**config.mk**
```make
export PLATFORM = sky130hd
export DESIGN_NAME = ir_frame_encoder
export DESIGN_NICKNAME = d
export VERILOG_FILES = /design/src/rtl/ir_frame_encoder.sv
export SDC_FILE = /design/constraint.sdc
export NUM_CORES = 1
export LEC_CHECK = 0
export ABC_CLOCK_PERIOD_IN_PS = 11650
export CORE_MARGIN = 2
export CORE_UTILIZATION = 41
export CTS_BUF_LIST = sky130_fd_sc_hd__clkbuf_4
export DETAILED_ROUTE_END_ITERATION = 10
export PLACE_DENSITY = 0.57
export RECOVER_POWER = 25
export SLEW_MARGIN = 20
export SYNTH_ARGS = -nofsm -noshare
export SYNTH_HDL_FRONTEND = slang
export SYNTH_SLANG_ARGS = --single-unit
```
**constraint.sdc**
```tcl
create_clock -name clk -period 11.65 [get_ports clk]
set_input_delay 2.33 -clock clk [delete_from_list [all_inputs] [get_ports clk]]
set_output_delay 2.33 -clock clk [all_outputs]
set_load 0.02 [all_outputs]
```
**src/rtl/ir_frame_encoder.sv**
```systemverilog
module ir_frame_encoder #(
  parameter int T_LEAD_MARK  = 9000,
  parameter int T_LEAD_SPACE = 4500,
  parameter int T_BIT_MARK   = 560,
  parameter int T_ZERO       = 1125,
  parameter int T_ONE        = 2250,
  parameter int T_REP_SPACE  = 2250,
  parameter int T_PERIOD     = 108000
) (
  input  logic       clk,
  input  logic       rst_n,
  input  logic       tick,
  input  logic       key_held,
  input  logic [7:0] custom_code,
  input  logic [7:0] data_code,
  input  logic       custom_same,
  output logic       envelope,
  output logic       busy
);
  localparam int SEG_MAX = (T_LEAD_MARK > T_ONE) ? T_LEAD_MARK : T_ONE;
  localparam int CW = $clog2(SEG_MAX + 1);
  localparam int SW = $clog2(T_PERIOD + 1);

  typedef enum logic [2:0] {IDLE, HMARK, HSPACE, BMARK, BSPACE, STOP, WAIT} st_t;

  st_t            st;
  logic [CW-1:0]  cnt;
  logic [CW-1:0]  seg_len;
  logic [SW-1:0]  slot;
  logic [31:0]    word;
  logic [4:0]     bidx;
  logic           rpt;
  logic           released;
  logic           seg_done;

  always_comb begin
    case (st)
      HMARK:   seg_len = CW'(T_LEAD_MARK);
      HSPACE:  seg_len = rpt ? CW'(T_REP_SPACE) : CW'(T_LEAD_SPACE);
      BMARK:   seg_len = CW'(T_BIT_MARK);
      BSPACE:  seg_len = word[bidx] ? CW'(T_ONE - T_BIT_MARK) : CW'(T_ZERO - T_BIT_MARK);
      STOP:    seg_len = CW'(T_BIT_MARK);
      default: seg_len = '0;
    endcase
  end

  assign seg_done = tick && (cnt == seg_len - CW'(1));
  assign envelope = (st == HMARK) || (st == BMARK) || (st == STOP);
  assign busy     = (st != IDLE) && (st != WAIT);

  always_ff @(posedge clk or negedge rst_n) begin
    if (!rst_n) begin
      st       <= IDLE;
      cnt      <= '0;
      slot     <= '0;
      word     <= '0;
      bidx     <= '0;
      rpt      <= 1'b0;
      released <= 1'b0;
    end else begin
      if (st != IDLE && !key_held) released <= 1'b1;
      if (tick && st != IDLE) begin
        slot <= slot + SW'(1);
        cnt  <= seg_done ? '0 : cnt + CW'(1);
      end
      case (st)
        IDLE:
          if (tick && key_held) begin
            st       <= HMARK;
            cnt      <= '0;
            slot     <= '0;
            rpt      <= 1'b0;
            released <= 1'b0;
            word     <= {~data_code, data_code,
                         custom_same ? custom_code : ~custom_code, custom_code};
          end
        HMARK:  if (seg_done) st <= HSPACE;
        HSPACE:
          if (seg_done) begin
            st   <= rpt ? STOP : BMARK;
            bidx <= '0;
          end
        BMARK:  if (seg_done) st <= BSPACE;
        BSPACE:
          if (seg_done) begin
            st   <= (bidx == 5'd31) ? STOP : BMARK;
            bidx <= bidx + 5'd1;
          end
        STOP:
          if (seg_done) st <= (released || !key_held) ? IDLE : WAIT;
        WAIT:
          if (released || !key_held) st <= IDLE;
          else if (tick && slot == SW'(T_PERIOD - 1)) begin
            st   <= HMARK;
            cnt  <= '0;
            slot <= '0;
            rpt  <= 1'b1;
          end
        default: st <= IDLE;
      endcase
    end
  end
endmodule

```
==> Implementation_results.wiki, run 1 <==
{| class="wikitable"
! Metric !! Value
|-
| Result of the run || finished with violations
|-
| Failing checks || max-capacitance violations, max-slew violations
|-
| Final-report setup violation count || 0
|-
| Nature of the critical path endpoint || asynchronous set/reset pin
|-
| Yosys cell types || ~60
|-
| Total iterations of the first detailed-routing run || 4
|-
| Root Buffer Master || sky130_fd_sc_hd__clkbuf_4
|-
| Critical path's largest stage delay || about 2800 ps
|-
| Post-detailed-routing wire length || between 9 and 10 mm
|-
| Horizontal extent of the die || roughly 110 um
|-
| First-pass GRT wire length || between 15 and 20 mm
|-
| CTS sink count || between 70 and 80
|-
| CP max stage cell || sky130_fd_sc_hd__clkbuf_1
|-
| RD Place Congestion || about 0.9
|-
| Remaining design rule violation count || 0
|-
| Type of element launching the critical path || input port
|-
| Iter 0 DRT Violations || 203
|-
| Post-route ant nets || 0
|-
| Post-route core utilization || 0.4618
|-
| Max-cap violations || 1
|-
| Cell area reported after detailed placement || around 4600 um^2
|-
| Arrival time worst endpoint || approximately 5200 ps
|-
| Actual transition at the worst max-transition pin || between 3000 and 4000 ps
|-
| CP delay by family, top || buffers and inverters
|-
| Ranking of synthesized cells by instance count || sky130_fd_sc_hd__nand2_1, sky130_fd_sc_hd__dfrtp_1, sky130_fd_sc_hd__nor2_1, sky130_fd_sc_hd__xor2_1, sky130_fd_sc_hd__mux2i_1
|-
| Total via count in the routed design || about 3.4k
|-
| Routed length per placed instance || 15.21 um
|-
| Hold bufs inserted after CTS || 0
|-
| Maximum VDD drop || roughly 51 uV
|-
| Ys async rst share || 1.000
|-
| Minimum period implied by the final worst setup slack || 5632 ps
|-
| Post-Synthesis Cells || around 480
|-
| Average cell area after synthesis || 9.005 um^2
|-
| Final worst-path cycle share || 0.4834
|-
| Hold Crit Class || reg2reg
|-
| Most used DFF post-synth || sky130_fd_sc_hd__dfrtp_1
|-
| Cells along the critical path || buf_2 > clkbuf_1
|-
| Max frequency || around 0.18 GHz
|-
| Pwr/cell area || between 100 and 150 nW/um^2
|-
| Height of the die || ~110 um
|-
| Most common cell in the synthesized netlist || sky130_fd_sc_hd__nand2_1
|-
| Number of nets in the layout || 512
|-
| HPWL Detailed || ~6.6 mm
|-
| Leakage power total || roughly 0.0021 uW
|-
| Congestion Overflow GR || 0
|-
| Placeable core area || about 10000 um^2
|-
| Initial antenna violation count || 0
|-
| Post CTS Setup Buffer Count || 0
|-
| Synth Net Count || 503
|-
| Worst path buffer plus inverter count || 2
|-
| Num CTS Buffers || 9
|-
| Pin count of the biggest net entering global routing || 74
|-
| Cell type with the largest total area after synthesis || sky130_fd_sc_hd__dfrtp_1
|-
| Port Buf Inserts || 22
|-
| Clock-pin slew on the worst setup and hold paths || around 110 ps
|-
| Number of resized instances in the post-cts repair step || 0
|-
| Crit Path Class || in2async
|-
| Setup total negative slack || 0 ps
|-
| Summed area of non-filler cells in the final layout || 4725 um^2
|-
| Starting Density || 0.4198
|-
| Clock tree from TritonCTS || yes
|-
| Later-pin clock latency in the skew report || 420 ps
|-
| Cell Rows || 37
|-
| Largest cells by area after synthesis || sky130_fd_sc_hd__dfrtp_1, sky130_fd_sc_hd__nand2_1, sky130_fd_sc_hd__xor2_1
|-
| Post-synth EDFFs || 0
|-
| Maximum fanout along the worst path || 73
|-
| Overall track demand over capacity in global routing || 0.1796
|-
| Largest buffer count on any clock path || 2
|-
| Flip-flop and latch count after synthesis || 73
|-
| Layout-stage area growth over the synthesis result || 9.991%
|-
| Final Skew || about 21 ps
|-
| Top Ports || 23
|-
| Final hold violations || 0
|-
| Warnings from Yosys || 0
|-
| H-tree depth || 3
|-
| Drt via density || roughly 5.4
|-
| Area fraction of the dominant cell type after synthesis || 0.4253
|-
| Portion of the post-synthesis area used by sequential elements || 0.4253
|-
| # diodes || 0
|-
| Fillers || 995
|-
| Slew margin rel. || -1.661
|-
| Layout cells sized above 1 || 0.07943
|-
| Required arrival time at the worst endpoint || between 10000 and 15000 ps
|-
| Setup repair after global routing missed its margin || false
|-
| Area enclosed by the die boundary || about 11000 um^2
|-
| Max-slew violation total from the final report || 74
|-
| Number of global-route vias before repair || between 3k and 4k
|-
| Post-synthesis instance area || roughly 4300 um^2
|}
## sequential cells by signal (all words and copies together) (netlist names)
register  cells
slot         17
st            3
bidx          5
cnt          14
released      1
rpt           1
word         32
## cell type report
| type | instances | area (um^2) | area share |
|---|---|---|---|
| clock buffers | 13 | 97.59 | 0.02066 |
| flip-flops and latches | 73 | 1827 | 0.3867 |
| clock inverters | 3 | 65.06 | 0.01377 |
| multi-input cells | 371 | 2312 | 0.4894 |
| well taps | 136 | 170.2 | 0.03602 |
| inverters | 7 | 26.28 | 0.005561 |
| repair buffers | 24 | 226.5 | 0.04793 |
## per-stage QoR
step / setup slack, ps / std cells / total power [uW] / hold WS [ps]
floorplan: 7779 / 477 / 349.7 / 445.0
global placement: 6817 / 611 / 376.1 / 460.3
detailed placement: 6743 / 611 / 377.6 / 464.6
CTS: 6866 / 627 / 565.4 / 493.8
global route: 5235 / 627 / 587.5 / 511.9
finish: 6018 / 627 / 557.1 / 487.8
## logic make-up (layout without fill, tap and decap cells)
logic type                 after synthesis  count (layout)  synth area share
AOI/OAI and AO/OA                       78              78            0.1256
xor gates and xnor gates                42              42           0.08564
adders and majority gates                5               5           0.01456
buffers and inverters                   33              47           0.03903
DFF                                     73              73            0.4253
muxes                                   21              21           0.04923
and+or+nand+nor                        225             225            0.2607
## final timing paths
| path | start | endpoint | slack, ps | depth (start not counted) |
|---|---|---|---|---|
| max | rst_n | slot[0]$_DFF_PN0_ | 6020 | 2 |
| min | word[21]$_DFFE_PN0P_ | word[21]$_DFFE_PN0P_ | 490 | 2 |
| max reg2reg | bidx[1]$_DFFE_PN0P_ | bidx[0]$_DFFE_PN0P_ | 6850 | 16 |
| min reg2reg | word[21]$_DFFE_PN0P_ | word[21]$_DFFE_PN0P_ | 490 | 2 |
| max in group clk | bidx[1]$_DFFE_PN0P_ | bidx[0]$_DFFE_PN0P_ | 6850 | 16 |
| min in group asynchronous | rst_n | word[26]$_DFFE_PN0P_ | 3400 | 2 |
## cell usage in the layout, fill, tap and decap left out, types with 3 or more instances in the layout
cell,count
sky130_fd_sc_hd__mux2i_1,20
sky130_fd_sc_hd__and2_1,4
sky130_fd_sc_hd__clkdlybuf4s50_1,21
sky130_fd_sc_hd__a21oi_1,10
sky130_fd_sc_hd__inv_1,6
sky130_fd_sc_hd__xnor2_1,10
sky130_fd_sc_hd__o21a_1,8
sky130_fd_sc_hd__o21ai_0,17
sky130_fd_sc_hd__nand4_1,11
sky130_fd_sc_hd__a311oi_1,4
sky130_fd_sc_hd__nor3_2,10
sky130_fd_sc_hd__and3_1,10
sky130_fd_sc_hd__or3_1,3
sky130_fd_sc_hd__o211ai_1,3
sky130_fd_sc_hd__nand2b_1,4
sky130_fd_sc_hd__nand3_1,17
sky130_fd_sc_hd__ha_1,5
sky130_fd_sc_hd__o31ai_1,3
sky130_fd_sc_hd__nor2_1,33
sky130_fd_sc_hd__clkbuf_4,13
sky130_fd_sc_hd__dfrtp_1,73
sky130_fd_sc_hd__a31oi_1,5
sky130_fd_sc_hd__xor2_1,32
sky130_fd_sc_hd__nand2_1,95
sky130_fd_sc_hd__nor3_1,17
sky130_fd_sc_hd__a22oi_1,4
sky130_fd_sc_hd__nor2b_1,5
## where the power goes
part | internal [uW] | switching, uW | total, uW
registers | 274 | 27.5 | 301
logic | 35.0 | 37.3 | 72.3
clock network | 96.7 | 87.0 | 184
total | 405 | 152 | 557
## per-layer routing
metal,up-vias,GRT usage,wire length (um)
met5,-,0,0
met4,0,0.04605,62
met3,4,0.03801,345
met2,54,0.2761,4344
met1,1648,0.2576,4784
li1,1697,-,-
No activity file was read; power rests on OpenSTA's default activity.
==> run 2: changes to the inputs <==
ABC_CLOCK_PERIOD_IN_PS = 5400   (was 11650)
clock period = 5.4 ns   (was 11.65 ns; I/O delays follow)
==> run 2 against run 1 <==
Largest power group unchanged. Clock power rose by 110%. Critical path type is now reg2reg. Die area did not move. Final area rose by 0.19%. Total power rose by 110%. Global-route usage rose by 1.0 points. Utilization rose by 0.086 points. First-iteration DRC count rose by 4.9%. Combinational power rose by 120%. Largest cell class unchanged. Worst setup slack got worse by 5100 ps. Clock skew fell by 4.1 ps. Critical path depth rose by 15. The run still ends with max-capacitance violations, max-slew violations left.
==> Implementation_results.wiki, run 2 (synthesis gave the netlist of run 1 again) <==
{| class="wikitable"
! Metric !! Value
|-
| Routed length per placed instance || 15.53 um
|-
| Drt via density || 5.537
|-
| Type of element launching the critical path || flip-flop
|-
| Actual transition at the worst max-transition pin || approximately 2500 ps
|-
| Final hold violations || 0
|-
| Post-route ant nets || 0
|-
| Height of the die || about 110 um
|-
| Setup total negative slack || 0 ps
|-
| Post-route core utilization || 0.4626
|-
| Area used by sequential logic in the layout || between 1500 and 2000 um^2
|-
| Number of global-route vias before repair || 3472
|-
| Layout cells sized above 1 || 0.07911
|-
| Worst path buffer plus inverter count || 2
|-
| Later-pin clock latency in the skew report || approximately 440 ps
|-
| RD Place Congestion || ~0.92
|-
| Cell Rows || 37
|-
| CP delay by family, top || compound AO/OA/AOI/OAI gates
|-
| Max frequency || 0.2236 GHz
|-
| Clock tree from TritonCTS || yes
|-
| Nature of the critical path endpoint || flip-flop
|-
| CP max stage cell || sky130_fd_sc_hd__dfrtp_1
|-
| Maximum VDD drop || ~110 uV
|-
| Slew margin rel. || -0.6516
|-
| Largest buffer count on any clock path || 2
|-
| Placeable core area || between 10000 and 15000 um^2
|-
| Multi-input combinational cell area || approximately 2300 um^2
|-
| Final-report setup violation count || 0
|-
| Post-detailed-routing wire length || around 9.8 mm
|-
| Most common cell type on the critical path || sky130_fd_sc_hd__nor3_1
|-
| Final worst-path cycle share || 0.8283
|-
| Total iterations of the first detailed-routing run || 4
|-
| Max-slew violation total from the final report || between 40 and 50
|-
| Critical path's largest stage delay || ~660 ps
|-
| Hold bufs inserted after CTS || 0
|-
| Starting Density || 0.4198
|-
| Fillers || about 1.0k
|-
| Setup repair after global routing missed its margin || false
|-
| Congestion Overflow GR || 0
|-
| Post CTS Setup Buffer Count || 0
|-
| Required arrival time at the worst endpoint || 5720 ps
|-
| Top Ports || 23
|-
| Layout-stage area growth over the synthesis result || 10.20%
|-
| Crit Path Class || reg2reg
|-
| Leading registers by flop count || word: 32 flops, slot: 17 flops, cnt: 14 flops
|-
| CTS sink count || 73
|-
| Iter 0 DRT Violations || between 200 and 250
|-
| Pwr/cell area || about 250 nW/um^2
|-
| Arrival time worst endpoint || around 4800 ps
|-
| Area enclosed by the die boundary || ~11000 um^2
|-
| Minimum period implied by the final worst setup slack || ~4500 ps
|-
| Clock-pin slew on the worst setup and hold paths || approximately 110 ps
|-
| Hold Crit Class || reg2reg
|-
| Horizontal extent of the die || around 110 um
|-
| Cells along the critical path || buf_4 > mux2i_1 > a311oi_1 > and3_1 > a31o_2 > nor3_1 > inv_1 > ha_1 > xnor2_1 > mux2i_1 > nor3_1 > o21ai_0 > nor4_1 > a41oi_1 > a2bb2oi_1 > nor3_1 > mux2_2
|-
| Pin count of the biggest net entering global routing || between 40 and 50
|-
| Worst hold-check slack || 485.6 ps
|-
| Final critical-path setup slack || between 900 and 1000 ps
|-
| # diodes || 0
|-
| Final Skew || 16.68 ps
|-
| Worst-case setup slack after placement || around 1000 ps
|-
| Most common library cell in the layout ignoring fill and taps || sky130_fd_sc_hd__nand2_1
|-
| Maximum fanout along the worst path || 10
|-
| Number of resized instances in the post-cts repair step || 0
|-
| Leakage power total || ~0.002 uW
|-
| HPWL Detailed || roughly 6.9 mm
|-
| Remaining design rule violation count || 0
|-
| Port Buf Inserts || 22
|-
| Total via count in the routed design || ~3.5k
|-
| First-pass GRT wire length || ~17 mm
|-
| Overall track demand over capacity in global routing || 0.1899
|-
| Failing checks || max-capacitance violations, max-slew violations
|-
| Register with the most flip-flops || word
|-
| Number of nets in the layout || just over 500
|-
| Total power consumption of the routed design || approximately 1200 uW
|-
| Max FFs per register || 32
|-
| Commonest cells after routing, fill and taps aside || sky130_fd_sc_hd__nand2_1, sky130_fd_sc_hd__dfrtp_1, sky130_fd_sc_hd__nor2_1
|-
| Initial antenna violation count || 0
|-
| Max-cap violations || 1
|-
| H-tree depth || 3
|-
| Root Buffer Master || sky130_fd_sc_hd__clkbuf_4
|-
| Result of the run || finished with violations
|-
| Num CTS Buffers || 9
|}
run 2: final timing paths:
check                                     start              endpoint  slack (ps)  cells past startpoint
max                         bidx[1]$_DFFE_PN0P_   bidx[0]$_DFFE_PN0P_         930                     17
min                        word[20]$_DFFE_PN0P_  word[20]$_DFFE_PN0P_         490                      2
max reg2reg                 bidx[1]$_DFFE_PN0P_   bidx[0]$_DFFE_PN0P_         930                     17
min reg2reg                word[20]$_DFFE_PN0P_  word[20]$_DFFE_PN0P_         490                      2
max in group asynchronous                 rst_n    slot[11]$_DFF_PN0_        2530                      2
min in group asynchronous                 rst_n     cnt[10]$_DFF_PN0_        1400                      1
run 2: report_power, final:
group / total (uW) / switching, uW / internal (uW)
logic: 158 / 82.2 / 76.3
registers: 648 / 58.1 / 590
clock network: 388 / 194 / 194
total: 1190 / 335 / 860
run 2: area by class of cell:
type	instances	area share
Clock buffer	11	0.01745
Tap cell	136	0.03595
Multi-Input combinational cell	371	0.4874
Clock inverter	4	0.01454
Sequential cell	73	0.3859
Inverter	7	0.005551
Timing Repair Buffer	27	0.05313
run 2: metrics by stage:
stage / cells / cell area [um^2]
floorplan: 477 / 4295
global placement: 614 / 4583
detailed placement: 614 / 4583
CTS: 629 / 4735
global route: 629 / 4733
finish: 629 / 4733
run 2: worst register-to-register path: stages (launching register included):
cell                        delay (ps)
sky130_fd_sc_hd__dfrtp_1           660
sky130_fd_sc_hd__buf_4             290
sky130_fd_sc_hd__mux2i_1           220
sky130_fd_sc_hd__a311oi_1          110
sky130_fd_sc_hd__and3_1            220
sky130_fd_sc_hd__a31o_2            260
sky130_fd_sc_hd__nor3_1            280
sky130_fd_sc_hd__inv_1              80
sky130_fd_sc_hd__ha_1              290
sky130_fd_sc_hd__xnor2_1           310
sky130_fd_sc_hd__mux2i_1           220
sky130_fd_sc_hd__nor3_1             60
sky130_fd_sc_hd__o21ai_0           280
sky130_fd_sc_hd__nor4_1            110
sky130_fd_sc_hd__a41oi_1           220
sky130_fd_sc_hd__a2bb2oi_1         350
sky130_fd_sc_hd__nor3_1            130
sky130_fd_sc_hd__mux2_2            280
run 2: metal layers:
metal,vias up,global-route usage,part of all wire
met5,-,0,0
met4,0,0.07237,0.0097
met3,7,0.03004,0.036
met2,62,0.2958,0.46
met1,1714,0.2659,0.49
li1,1700,-,-
